===== src/rtl/adc_seq_pkg.sv =====
`timescale 1ns/1ps
package adc_seq_pkg;
  // Synchronised view of one asynchronous control pin.
  typedef struct packed {
    logic lvl;
    logic rise;
    logic fall;
  } pin_ev_t;

  localparam int PIN_CS   = 0;
  localparam int PIN_FS   = 1;
  localparam int PIN_SCLK = 2;
  localparam int NUM_PINS = 3;
endpackage


===== src/rtl/adc_seq_edge_sync.sv =====
`timescale 1ns/1ps
module adc_seq_edge_sync #(
  parameter int W = 3,
  parameter int STAGES = 2,
  parameter logic [W-1:0] RST_VAL = '0
) (
  input  logic         clk,
  input  logic         rst,
  input  logic [W-1:0] din,
  output logic [W-1:0] lvl,
  output logic [W-1:0] rise,
  output logic [W-1:0] fall
);
  // stg[0..STAGES-1] resynchronise, stg[STAGES] holds the previous level.
  logic [W-1:0] stg [0:STAGES];

  always_ff @(posedge clk) begin
    if (rst) begin
      for (int i = 0; i <= STAGES; i++) stg[i] <= RST_VAL;
    end else begin
      stg[0] <= din;
      for (int i = 1; i <= STAGES; i++) stg[i] <= stg[i-1];
    end
  end

  assign lvl  = stg[STAGES-1];
  assign rise = stg[STAGES-1] & ~stg[STAGES];
  assign fall = ~stg[STAGES-1] & stg[STAGES];
endmodule


===== src/rtl/adc_seq_frame_ctl.sv =====
`timescale 1ns/1ps
module adc_seq_frame_ctl import adc_seq_pkg::*; #(
  parameter int RES_W = 14,
  parameter int WORD_W = 16,
  parameter int SAMPLE_FALL = 4,
  parameter int CONV_FALL = 24,
  parameter int RESET_MAX = 8,
  parameter logic [WORD_W-1:0] MARKER = 'h3FC0
) (
  input  logic              clk,
  input  logic              rst,
  input  pin_ev_t           cs_ev,
  input  pin_ev_t           fs_ev,
  input  logic              sclk_fall,
  input  logic              conv_done,
  input  logic [RES_W-1:0]  conv_result,
  output logic              present,
  output logic              load,
  output logic [WORD_W-1:0] word,
  output logic              active,
  output logic              sample_en,
  output logic              convert_en,
  output logic              power_down
);
  localparam int PAD_W = WORD_W - RES_W;
  localparam int CNT_W = $clog2(CONV_FALL + 1);
  localparam logic [CNT_W-1:0] ONE_C  = CNT_W'(1);
  localparam logic [CNT_W-1:0] SAMP_C = CNT_W'(SAMPLE_FALL);
  localparam logic [CNT_W-1:0] CONV_C = CNT_W'(CONV_FALL);
  localparam logic [CNT_W-1:0] RMAX_C = CNT_W'(RESET_MAX);

  logic [CNT_W-1:0]  cnt, cnt_nx;
  logic              init_q;
  logic [WORD_W-1:0] held;
  logic [WORD_W-1:0] captured, next_word;
  logic              start, end_ev, reset_end, done_now;

  // Presentation drives the MSB; start begins the falling-edge count.
  assign present   = (cs_ev.fall && fs_ev.lvl) || (fs_ev.rise && !cs_ev.lvl);
  assign start     = (cs_ev.fall && fs_ev.lvl) || (fs_ev.fall && !cs_ev.lvl);
  assign end_ev    = active && (cs_ev.rise || (fs_ev.rise && !cs_ev.lvl));
  assign reset_end = end_ev && (cnt >= ONE_C) && (cnt <= RMAX_C);
  assign done_now  = conv_done && convert_en;
  assign captured  = {conv_result, {PAD_W{1'b0}}};
  assign cnt_nx    = cnt + ONE_C;

  always_comb begin
    if (reset_end)       next_word = MARKER;
    else if (done_now)   next_word = captured;
    else if (convert_en) next_word = MARKER;  // cut short by this frame
    else                 next_word = held;
  end

  always_ff @(posedge clk) begin
    if (rst) begin
      cnt        <= '0;
      active     <= 1'b0;
      init_q     <= 1'b0;
      held       <= MARKER;
      word       <= MARKER;
      load       <= 1'b0;
      sample_en  <= 1'b0;
      convert_en <= 1'b0;
      power_down <= 1'b1;
    end else begin
      load <= present;
      if (present) word <= next_word;

      if (done_now) begin
        held       <= captured;
        convert_en <= 1'b0;
        power_down <= 1'b1;
      end

      if (end_ev) begin
        active    <= 1'b0;
        sample_en <= 1'b0;
        cnt       <= '0;
        if (reset_end) begin
          init_q <= 1'b1;
          held   <= MARKER;
        end
        if (cnt < CONV_C) power_down <= 1'b1;
      end else if (active && sclk_fall && (cnt < CONV_C)) begin
        cnt <= cnt_nx;
        if (init_q && (cnt_nx == SAMP_C)) sample_en <= 1'b1;
        if (init_q && (cnt_nx == CONV_C)) begin
          sample_en  <= 1'b0;
          convert_en <= 1'b1;
        end
      end

      if (start) begin
        active    <= 1'b1;
        cnt       <= '0;
        sample_en <= 1'b0;
      end

      if (present) begin
        power_down <= 1'b0;
        if (convert_en && !conv_done) begin
          convert_en <= 1'b0;
          held       <= MARKER;
        end
      end
    end
  end
endmodule


===== src/rtl/adc_seq_shifter.sv =====
`timescale 1ns/1ps
module adc_seq_shifter #(
  parameter int WORD_W = 16
) (
  input  logic              clk,
  input  logic              rst,
  input  logic              load,
  input  logic [WORD_W-1:0] word,
  input  logic              shift_tick,
  input  logic              hiz,
  output logic              sdo,
  output logic              sdo_oe
);
  localparam int RC_W = $clog2(WORD_W + 2);
  localparam logic [RC_W-1:0] LAST_C = RC_W'(WORD_W + 1);

  logic [WORD_W-1:0] sh;
  logic [RC_W-1:0]   rc, rc_nx;

  assign rc_nx = rc + RC_W'(1);

  always_ff @(posedge clk) begin
    if (rst) begin
      sh     <= '0;
      rc     <= '0;
      sdo_oe <= 1'b0;
    end else if (load) begin
      sh     <= word;
      rc     <= '0;
      sdo_oe <= 1'b1;
    end else if (hiz) begin
      sdo_oe <= 1'b0;
    end else if (shift_tick && sdo_oe) begin
      rc <= rc_nx;
      // The first rising edge keeps the MSB on the line.
      if (rc != '0) sh <= {sh[WORD_W-2:0], 1'b0};
      if (rc_nx == LAST_C) sdo_oe <= 1'b0;
    end
  end

  assign sdo = sh[WORD_W-1] & sdo_oe;
endmodule


===== src/rtl/adc_serial_seq.sv =====
`timescale 1ns/1ps
module adc_serial_seq import adc_seq_pkg::*; #(
  parameter int RES_W = 14,
  parameter int WORD_W = 16,
  parameter int SYNC_STAGES = 2,
  parameter int SAMPLE_FALL = 4,
  parameter int CONV_FALL = 24,
  parameter int RESET_MAX = 8,
  parameter logic [WORD_W-1:0] MARKER = 'h3FC0
) (
  input  logic             clk,
  input  logic             rst,
  input  logic             cs_n,
  input  logic             fs,
  input  logic             sclk,
  input  logic             conv_done,
  input  logic [RES_W-1:0] conv_result,
  output logic             sdo,
  output logic             sdo_oe,
  output logic             sample_en,
  output logic             convert_en,
  output logic             power_down
);
  localparam logic [NUM_PINS-1:0] PIN_RST =
    NUM_PINS'((1 << PIN_CS) | (1 << PIN_FS));

  logic [NUM_PINS-1:0] raw, lvl, rise, fall;
  pin_ev_t             ev [NUM_PINS];

  assign raw[PIN_CS]   = cs_n;
  assign raw[PIN_FS]   = fs;
  assign raw[PIN_SCLK] = sclk;

  adc_seq_edge_sync #(
    .W(NUM_PINS), .STAGES(SYNC_STAGES), .RST_VAL(PIN_RST)
  ) sync_i (
    .clk(clk), .rst(rst), .din(raw), .lvl(lvl), .rise(rise), .fall(fall)
  );

  for (genvar g = 0; g < NUM_PINS; g++) begin : g_ev
    assign ev[g] = '{lvl: lvl[g], rise: rise[g], fall: fall[g]};
  end

  logic              cs_lvl, cs_rise, sclk_rise, sclk_fall;
  logic              present, load, active;
  logic [WORD_W-1:0] word;

  assign cs_lvl    = ev[PIN_CS].lvl;
  assign cs_rise   = ev[PIN_CS].rise;
  assign sclk_rise = ev[PIN_SCLK].rise;
  assign sclk_fall = ev[PIN_SCLK].fall;

  adc_seq_frame_ctl #(
    .RES_W(RES_W), .WORD_W(WORD_W), .SAMPLE_FALL(SAMPLE_FALL),
    .CONV_FALL(CONV_FALL), .RESET_MAX(RESET_MAX), .MARKER(MARKER)
  ) ctl_i (
    .clk(clk), .rst(rst), .cs_ev(ev[PIN_CS]), .fs_ev(ev[PIN_FS]),
    .sclk_fall(sclk_fall), .conv_done(conv_done), .conv_result(conv_result),
    .present(present), .load(load), .word(word), .active(active),
    .sample_en(sample_en), .convert_en(convert_en), .power_down(power_down)
  );

  adc_seq_shifter #(.WORD_W(WORD_W)) shf_i (
    .clk(clk), .rst(rst), .load(load), .word(word),
    .shift_tick(active && sclk_rise), .hiz(cs_rise),
    .sdo(sdo), .sdo_oe(sdo_oe)
  );
endmodule


===== config.mk =====
export PLATFORM = sky130hd
export DESIGN_NAME = adc_serial_seq
export DESIGN_NICKNAME = d
export VERILOG_FILES = /design/src/rtl/adc_seq_pkg.sv /design/src/rtl/adc_seq_edge_sync.sv /design/src/rtl/adc_seq_frame_ctl.sv /design/src/rtl/adc_seq_shifter.sv /design/src/rtl/adc_serial_seq.sv
export SDC_FILE = /design/constraint.sdc
export NUM_CORES = 1
export LEC_CHECK = 0
export BUFFER_PORTS_ARGS = -buffer_cell sky130_fd_sc_hd__buf_2
export CORE_MARGIN = 1
export CORE_UTILIZATION = 59
export CTS_CLUSTER_DIAMETER = 60
export DETAILED_ROUTE_END_ITERATION = 6
export GPL_TIMING_DRIVEN = 0
export MAX_ROUTING_LAYER = met4
export PLACE_DENSITY_LB_ADDON = 0.2
export SLEW_MARGIN = 10
export SYNTH_ARGS = -nofsm -noshare
export SYNTH_HDL_FRONTEND = slang
export SYNTH_SLANG_ARGS = --single-unit

===== constraint.sdc =====
create_clock -name clk -period 2.2 [get_ports clk]
set_clock_uncertainty 0.1 [all_clocks]
set_input_delay 0.11 -clock clk [delete_from_list [all_inputs] [get_ports clk]]
set_output_delay 0.11 -clock clk [all_outputs]
set_load 0.01 [all_outputs]

==> impl_results.md, run 1 <==
* Outcome: finished, final reports clean
* Synth Area per Inst at about 9.1 um^2
* Synth Area in Compound Gates at approximately 18%
* Net Sw Frac at between 20% and 30%
* Primary FF master, synth: dfxtp_1
* LEAKAGE at approximately 1.4 nW
* Async S/R FF share, synth at 0%
* Arr. time, crit path at approximately 2.3 ns
* Area grow syn2layout at 19.4%
* Warnings, synthesis at 0
* HPWL Detailed at between 4 and 5 mm
* Buffers on Ports at 24
* Final Hold Viols at 0
* Fraction of layout cells with a size suffix above 1 at about 17%
* Total core area at ~0.0052 mm^2
* Clock sinks at between 70 and 80
* Global placement routability congestion at 0.834
* Yosys reg bits at between 70 and 80
* Fin nets at 433
* DR WL/cell at ~15 um
* Yosys cell types at 48
* CTS Root Cell: clkbuf_8
* H-tree levels at 3
* Worst Hold Class: in2reg
* Antenna Diode Count at 0
* XOR/XNOR Fraction of Synth Area at around 2.4%
* Max-Cap Viols at 0
* Worst-margin pin slew at between 0.5 and 0.6 ns
* Starting DRT DRC Count at roughly 110
* Internal at ~0.0021 W
* GRT Util Overall at between 20% and 30%
* Worst skew pair latency at 0.34 ns
* Synth Area in Adders at 2.71%
* Simple-gate portion of the synthesized area at between 20% and 30%
* Post-placement cell count at ~450
* Reg clk slew, reported paths at around 0.070 ns
* Post-CTS Setup Inserts at 0
* Setup crit end kind: flop
* Cells after Synth at roughly 350
* Max frequency at roughly 460 MHz
* RSZ-0062 raised after global routing: yes
* Critical path type: reg2reg
* Total CTS buffers at 9
* Ports at 25
* Rel. slew slack at about 61%
* Cell Count, Final, Fillers Out at slightly below 500
* Flop pwr share at 50.4%
* Total Wirelength at just over 7 mm
* Synth Net Count at approximately 380
* Register area share after synthesis at between 40% and 50%
* Die footprint at 0.00577 mm^2
* Largest net degree at the start of global routing at 13
* Clock power frac at between 40% and 50%
* Worst IR drop on VDD at 0.000569 V
* # DRC at 0
* First-pass GRT wire length at between 10 and 15 mm
* Drt first pass iters at 4
* Largest family of logic cells by synthesized area: simple AND/OR/NAND/NOR gates
* Startpoint types: flop
* Initial antenna violation count at 0
* Fin crit share at a little under 100%
* Crit path time final at about 2.2 ns
* Synth Cell Area at roughly 0.0032 mm^2
* Comb power frac at between 4 and 5%
* Starting density of the core at 62.0%
* GR Overflow Total at 0
* Post-synth EDFFs at 0
* Core Util, Final at between 70% and 80%
* Vias in the first global route at 2,431
* Vias per cell at between 5 and 6
* Die X at ~76 um
* Sw power at about 0.00057 W
* PwrDens at ~700 mW/mm^2
* CP Max Fanout at 8
* Post-synthesis mux area share at 5.58%
* Cell Rows at 26
* Tot Pwr at 0.00272 W
* Max clock buf depth at 2
* Hold WS at 0.0426 ns
* Slew Limit Fails at 0
* Final Setup Violations at 0
* Required @ worst endpoint at 2.28 ns
* Post-route ant nets at 0
* CTS tree: done
* Die Height at about 76 um
* Routed vias at roughly 2,600
[cells in the mapped netlist, types with 3 or more instances]
library cell | count | area share (%)
a21oi_2 | 6 | 1.6
clkbuf_1 | 15 | 1.7
o22ai_1 | 8 | 1.5
nor2_1 | 55 | 6.4
nand4_1 | 4 | 0.77
nand2_1 | 23 | 2.7
and2_1 | 3 | 0.58
inv_1 | 15 | 1.7
nor2b_1 | 3 | 0.58
o21ai_0 | 24 | 3.7
nand2b_1 | 12 | 2.3
ha_1 | 7 | 2.7
nor3_1 | 8 | 1.2
xor2_1 | 5 | 1.4
dfxtp_1 | 74 | 46
a211oi_1 | 16 | 3.7
xnor2_1 | 4 | 1.1
nand4b_1 | 3 | 0.81
or2_2 | 6 | 1.2
a22o_1 | 6 | 1.6
mux2i_1 | 18 | 5.6
a21oi_1 | 6 | 0.93
buf_6 | 3 | 1.0
[routing by layer]
| metal | GRT usage (%) | up-vias | wire, um |
|---|---|---|---|
| li1 | - | 1335 | - |
| met1 | 33.4 | 1227 | 3350 |
| met2 | 42.1 | 60 | 3510 |
| met3 | 3.59 | 8 | 220 |
| met4 | 11.5 | 0 | 89 |
| met5 | - | - | 0 |
[worst max-delay path, stage by stage (launching register included)]
cell       delay (ns)
dfxtp_1          0.45
inv_1            0.10
ha_1             0.18
or4_4            0.42
nor2_4           0.12
a2111oi_4        0.07
a211oi_4         0.36
o21ai_0          0.20
[power groups by stage]
stage | Combinational, W | Sequential (W) | Clock, W
after floorplan | 0.0000604 | 0.00140 | 0
after global placement | 0.0000960 | 0.00140 | 0
after detailed placement | 0.0000981 | 0.00140 | 0
after CTS | 0.000122 | 0.00137 | 0.00123
after global routing | 0.000137 | 0.00137 | 0.00129
final | 0.000125 | 0.00137 | 0.00122
[cell type report]
class | count | area, um^2
Clock inverter | 4 | 72.6
Timing Repair Buffer | 41 | 290
Inverter | 15 | 56.3
Sequential cell | 74 | 1480
Tap cell | 70 | 87.6
Buffer | 20 | 103
Multi-Input combinational cell | 245 | 1600
Fill cell | 388 | 1350
Clock buffer | 12 | 165
[logic make-up after synthesis]
| family | count (synthesis) |
|---|---|
| muxes | 18 |
| DFF | 74 |
| xor gates and xnor gates | 9 |
| adders and majority gates | 7 |
| AOI/OAI and AO/OA | 80 |
| and+or+nand+nor | 131 |
| buffers and inverters | 35 |
[what timing repair did]
| item | 4_1_cts | 5_1_grt |
|---|---|---|
| setup endpoints to repair | 0 | 10 |
| endpoints found under the hold margin | 18 | 0 |
| hold buffers | 17 | 0 |
| gates resized for setup | 0 | 4 |
[registers in the layout, summed over array words and instances (netlist names)]
| register | count |
|---|---|
| ctl_i.active | 1 |
| ctl_i.cnt | 5 |
| ctl_i.convert_en | 1 |
| ctl_i.held | 16 |
| ctl_i.init_q | 1 |
| ctl_i.load | 1 |
| ctl_i.power_down | 1 |
| ctl_i.sample_en | 1 |
| ctl_i.word | 16 |
| shf_i.rc | 5 |
| shf_i.sdo_oe | 1 |
| shf_i.sh | 16 |
| sync_i.stg | 9 |
[cell usage in the layout (no fill, tap or decap), types with 2 or more instances in the layout]
cell type	n
dfxtp_1	73
nor2_1	55
o21ai_0	24
buf_2	24
nand2_1	23
mux2i_1	18
dlygate4sd3_1	17
a211oi_1	16
inv_1	15
clkbuf_1	14
nand2b_1	12
clkbuf_8	12
o22ai_1	8
nor3_1	8
ha_1	7
a21oi_1	6
a22o_1	6
a21oi_2	6
or2_2	6
xor2_1	5
xnor2_1	4
nand4_1	4
and2_1	3
buf_6	3
nand4b_1	3
nor2b_1	3
nor3b_1	2
nor3_4	2
a32o_1	2
and3_1	2
bufinv_16	2
[path summary, 6_finish.rpt]
kind | slack [ns] | depth (start not counted) | from | to
setup reg to reg | 0.03 | 7 | ctl_i.cnt[1] | ctl_i.held[12]
hold / removal | 0.04 | 3 | rst | ctl_i.held[11]
setup / recovery | 0.03 | 7 | ctl_i.cnt[1] | ctl_i.held[12]
hold reg to reg | 0.31 | 1 | sync_i.stg[0][1] | sync_i.stg[0][4]
[metrics by stage]
step	setup TNS, ns	worst slack [ns]	instance area, um^2
after floorplan	0	0.264	3230
after global placement	0	0.104	3440
after detailed placement	0	0.0520	3440
after CTS	0	0.0419	3840
final	0	0.0316	3850
after global routing	-0.0569	-0.0509	3850
Power figures use the tool's default switching activity.
==> run 2: changes to the inputs <==
- CORE_UTILIZATION: 59 -> 60
- clock period: 2.2 -> 2.8 ns (I/O delays scaled with it)
==> run 2 against run 1 <==
Sequential power decreased by 21%. Sequential share of layout area increased by 0.82 points. Maximum frequency decreased by 2.0%. Highest routed layer unchanged.
==> impl_results.md, run 2 (same netlist as run 1, synthesis figures left out) <==
* Outcome: finished, final reports clean
* Starting density of the core at between 60% and 70%
* Slew Limit Fails at 0
* RSZ-0062 raised after global routing: no
* Worst IR drop on VDD at around 0.00047 V
* Worst r2r dst: ctl_i.held[8]
* Largest net degree at the start of global routing at 14
* TNS Setup at 0 ns
* Total Wirelength at ~6.6 mm
* Startpoint types: flop
* First-pass GRT wire length at 11.0 mm
* Global placement routability congestion at 0.853
* CP Max Fanout at 8
* Buffers on Ports at 24
* Critical path type: reg2reg
* Routed vias at between 2,000 and 3,000
* GRT Util Overall at between 20% and 30%
* Fin crit share at about four fifths
* Worst-margin pin slew at 0.556 ns
* Cts hold-fix bufs at 14
* H-tree levels at 3
* CP startpoint: ctl_i.cnt[1]
* Max frequency at between 400 and 500 MHz
* DR WL/cell at between 10 and 15 um
* Total core area at 0.00514 mm^2
* LEAKAGE at between 1 and 1.5 nW
* Reg2Reg Depth at 7
* Total CTS buffers at 9
* Required @ worst endpoint at between 2 and 3 ns
* Final setup margin at between 0.5 and 0.6 ns
* Crit path time final at about 2.2 ns
* Vias in the first global route at 2,379
* # DRC at 0
* Vias per cell at ~5.4
* Tot Pwr at ~0.0020 W
* Die footprint at 0.00568 mm^2
* CTS tree: done
* Rel. slew slack at a little over three fifths
* Commonest non-fill, non-tap cell in the layout: dfxtp_1
* Area grow syn2layout at 16.8%
* Reg clk slew, reported paths at approximately 0.08 ns
* Final Setup Violations at 0
* Drt first pass iters at 4
* Post-CTS Setup Inserts at 0
* DP Worst Slack at a little over 0.6 ns
* Commonest non-fill, non-tap cells in the layout: 74 x dfxtp_1, 55 x nor2_1, 24 x o21ai_0, 24 x buf_2, 23 x nand2_1
* Largest regs: ctl_i.held x16, ctl_i.word x16, shf_i.sh x16
* Post-route ant nets at 0
* Fin nets at 430
* Die X at approximately 75 um
* Reg2reg setup slack at 0.59 ns
* Max-Cap Viols at 0
* Hold WS at 0.00534 ns
* Clock sinks at 74
* Antenna Diode Count at 0
* Final Hold Viols at 0
* PostCTS Resize Cnt at 0
* Arr. time, crit path at 2.31 ns
* Cell Rows at 26
* Setup crit end kind: flop
* Initial antenna violation count at 0
* Fraction of layout cells with a size suffix above 1 at ~16%
* CTS Root Cell: clkbuf_8
* HPWL Detailed at roughly 4.6 mm
* Die Height at around 75 um
* HP Start: conv_result[10]
* Max clock buf depth at 2
* CP endpoint: ctl_i.held[8]
* PwrDens at approximately 530 mW/mm^2
* Worst Hold Class: in2reg
* Ports at 25
* Critical R2R Launch: ctl_i.cnt[1]
* GR Overflow Total at 0
* Starting DRT DRC Count at 124
* Worst skew pair latency at 0.35 ns
[run 2: layout make-up]
type | instances | area (um^2)
clock inverters | 7 | 70.1
well taps | 70 | 87.6
repair buffers | 38 | 260
clock buffers | 9 | 124
fillers | 404 | 1370
inverters | 15 | 56.3
flip-flops and latches | 74 | 1480
plain buffers | 20 | 101
multi-input cells | 245 | 1590
[run 2: layer usage]
metal	vias up	GRT usage (%)	share of wire [%]
met5	-	-	0
met4	0	11.9	1.8
met3	10	4.50	2.8
met2	49	39.6	46
met1	1189	36.3	49
li1	1338	-	-
[run 2: worst min path at each step]
stage / end / slack (ns) / cells past startpoint
after floorplan: sync_i.stg[0][0] / 0.14 / 1
after global placement: sync_i.stg[0][1] / 0.22 / 2
final: ctl_i.held[12] / 0.005 / 3
after detailed placement: sync_i.stg[0][1] / 0.22 / 2
after CTS: ctl_i.held[12] / 0.0009 / 3
after global routing: ctl_i.held[13] / 0.03 / 3
[run 2: critical path: stages, from the launching register on]
cell and delay [ns]:
dfxtp_1 0.46, inv_1 0.10, ha_1 0.18, or4_4 0.42, nor2_4 0.11, a2111oi_4 0.06, a211oi_2 0.42, o21ai_0 0.20
[run 2: power by group]
part           switching [W]  leakage, nW  internal [W]
Clock               0.000405       0.0990      0.000409
Sequential         0.0000100        0.600       0.00107
Combinational      0.0000477        0.702     0.0000451
[run 2: per-stage QoR]
stage | std cells | cell area (um^2) | util [%]
5_1_grt | 478 | 3770 | 73.4
3_3_place_gp | 448 | 3440 | 66.9
6_report | 478 | 3770 | 73.4
4_1_cts | 478 | 3770 | 73.4
3_5_place_dp | 448 | 3440 | 66.9
2_1_floorplan | 354 | 3230 | -
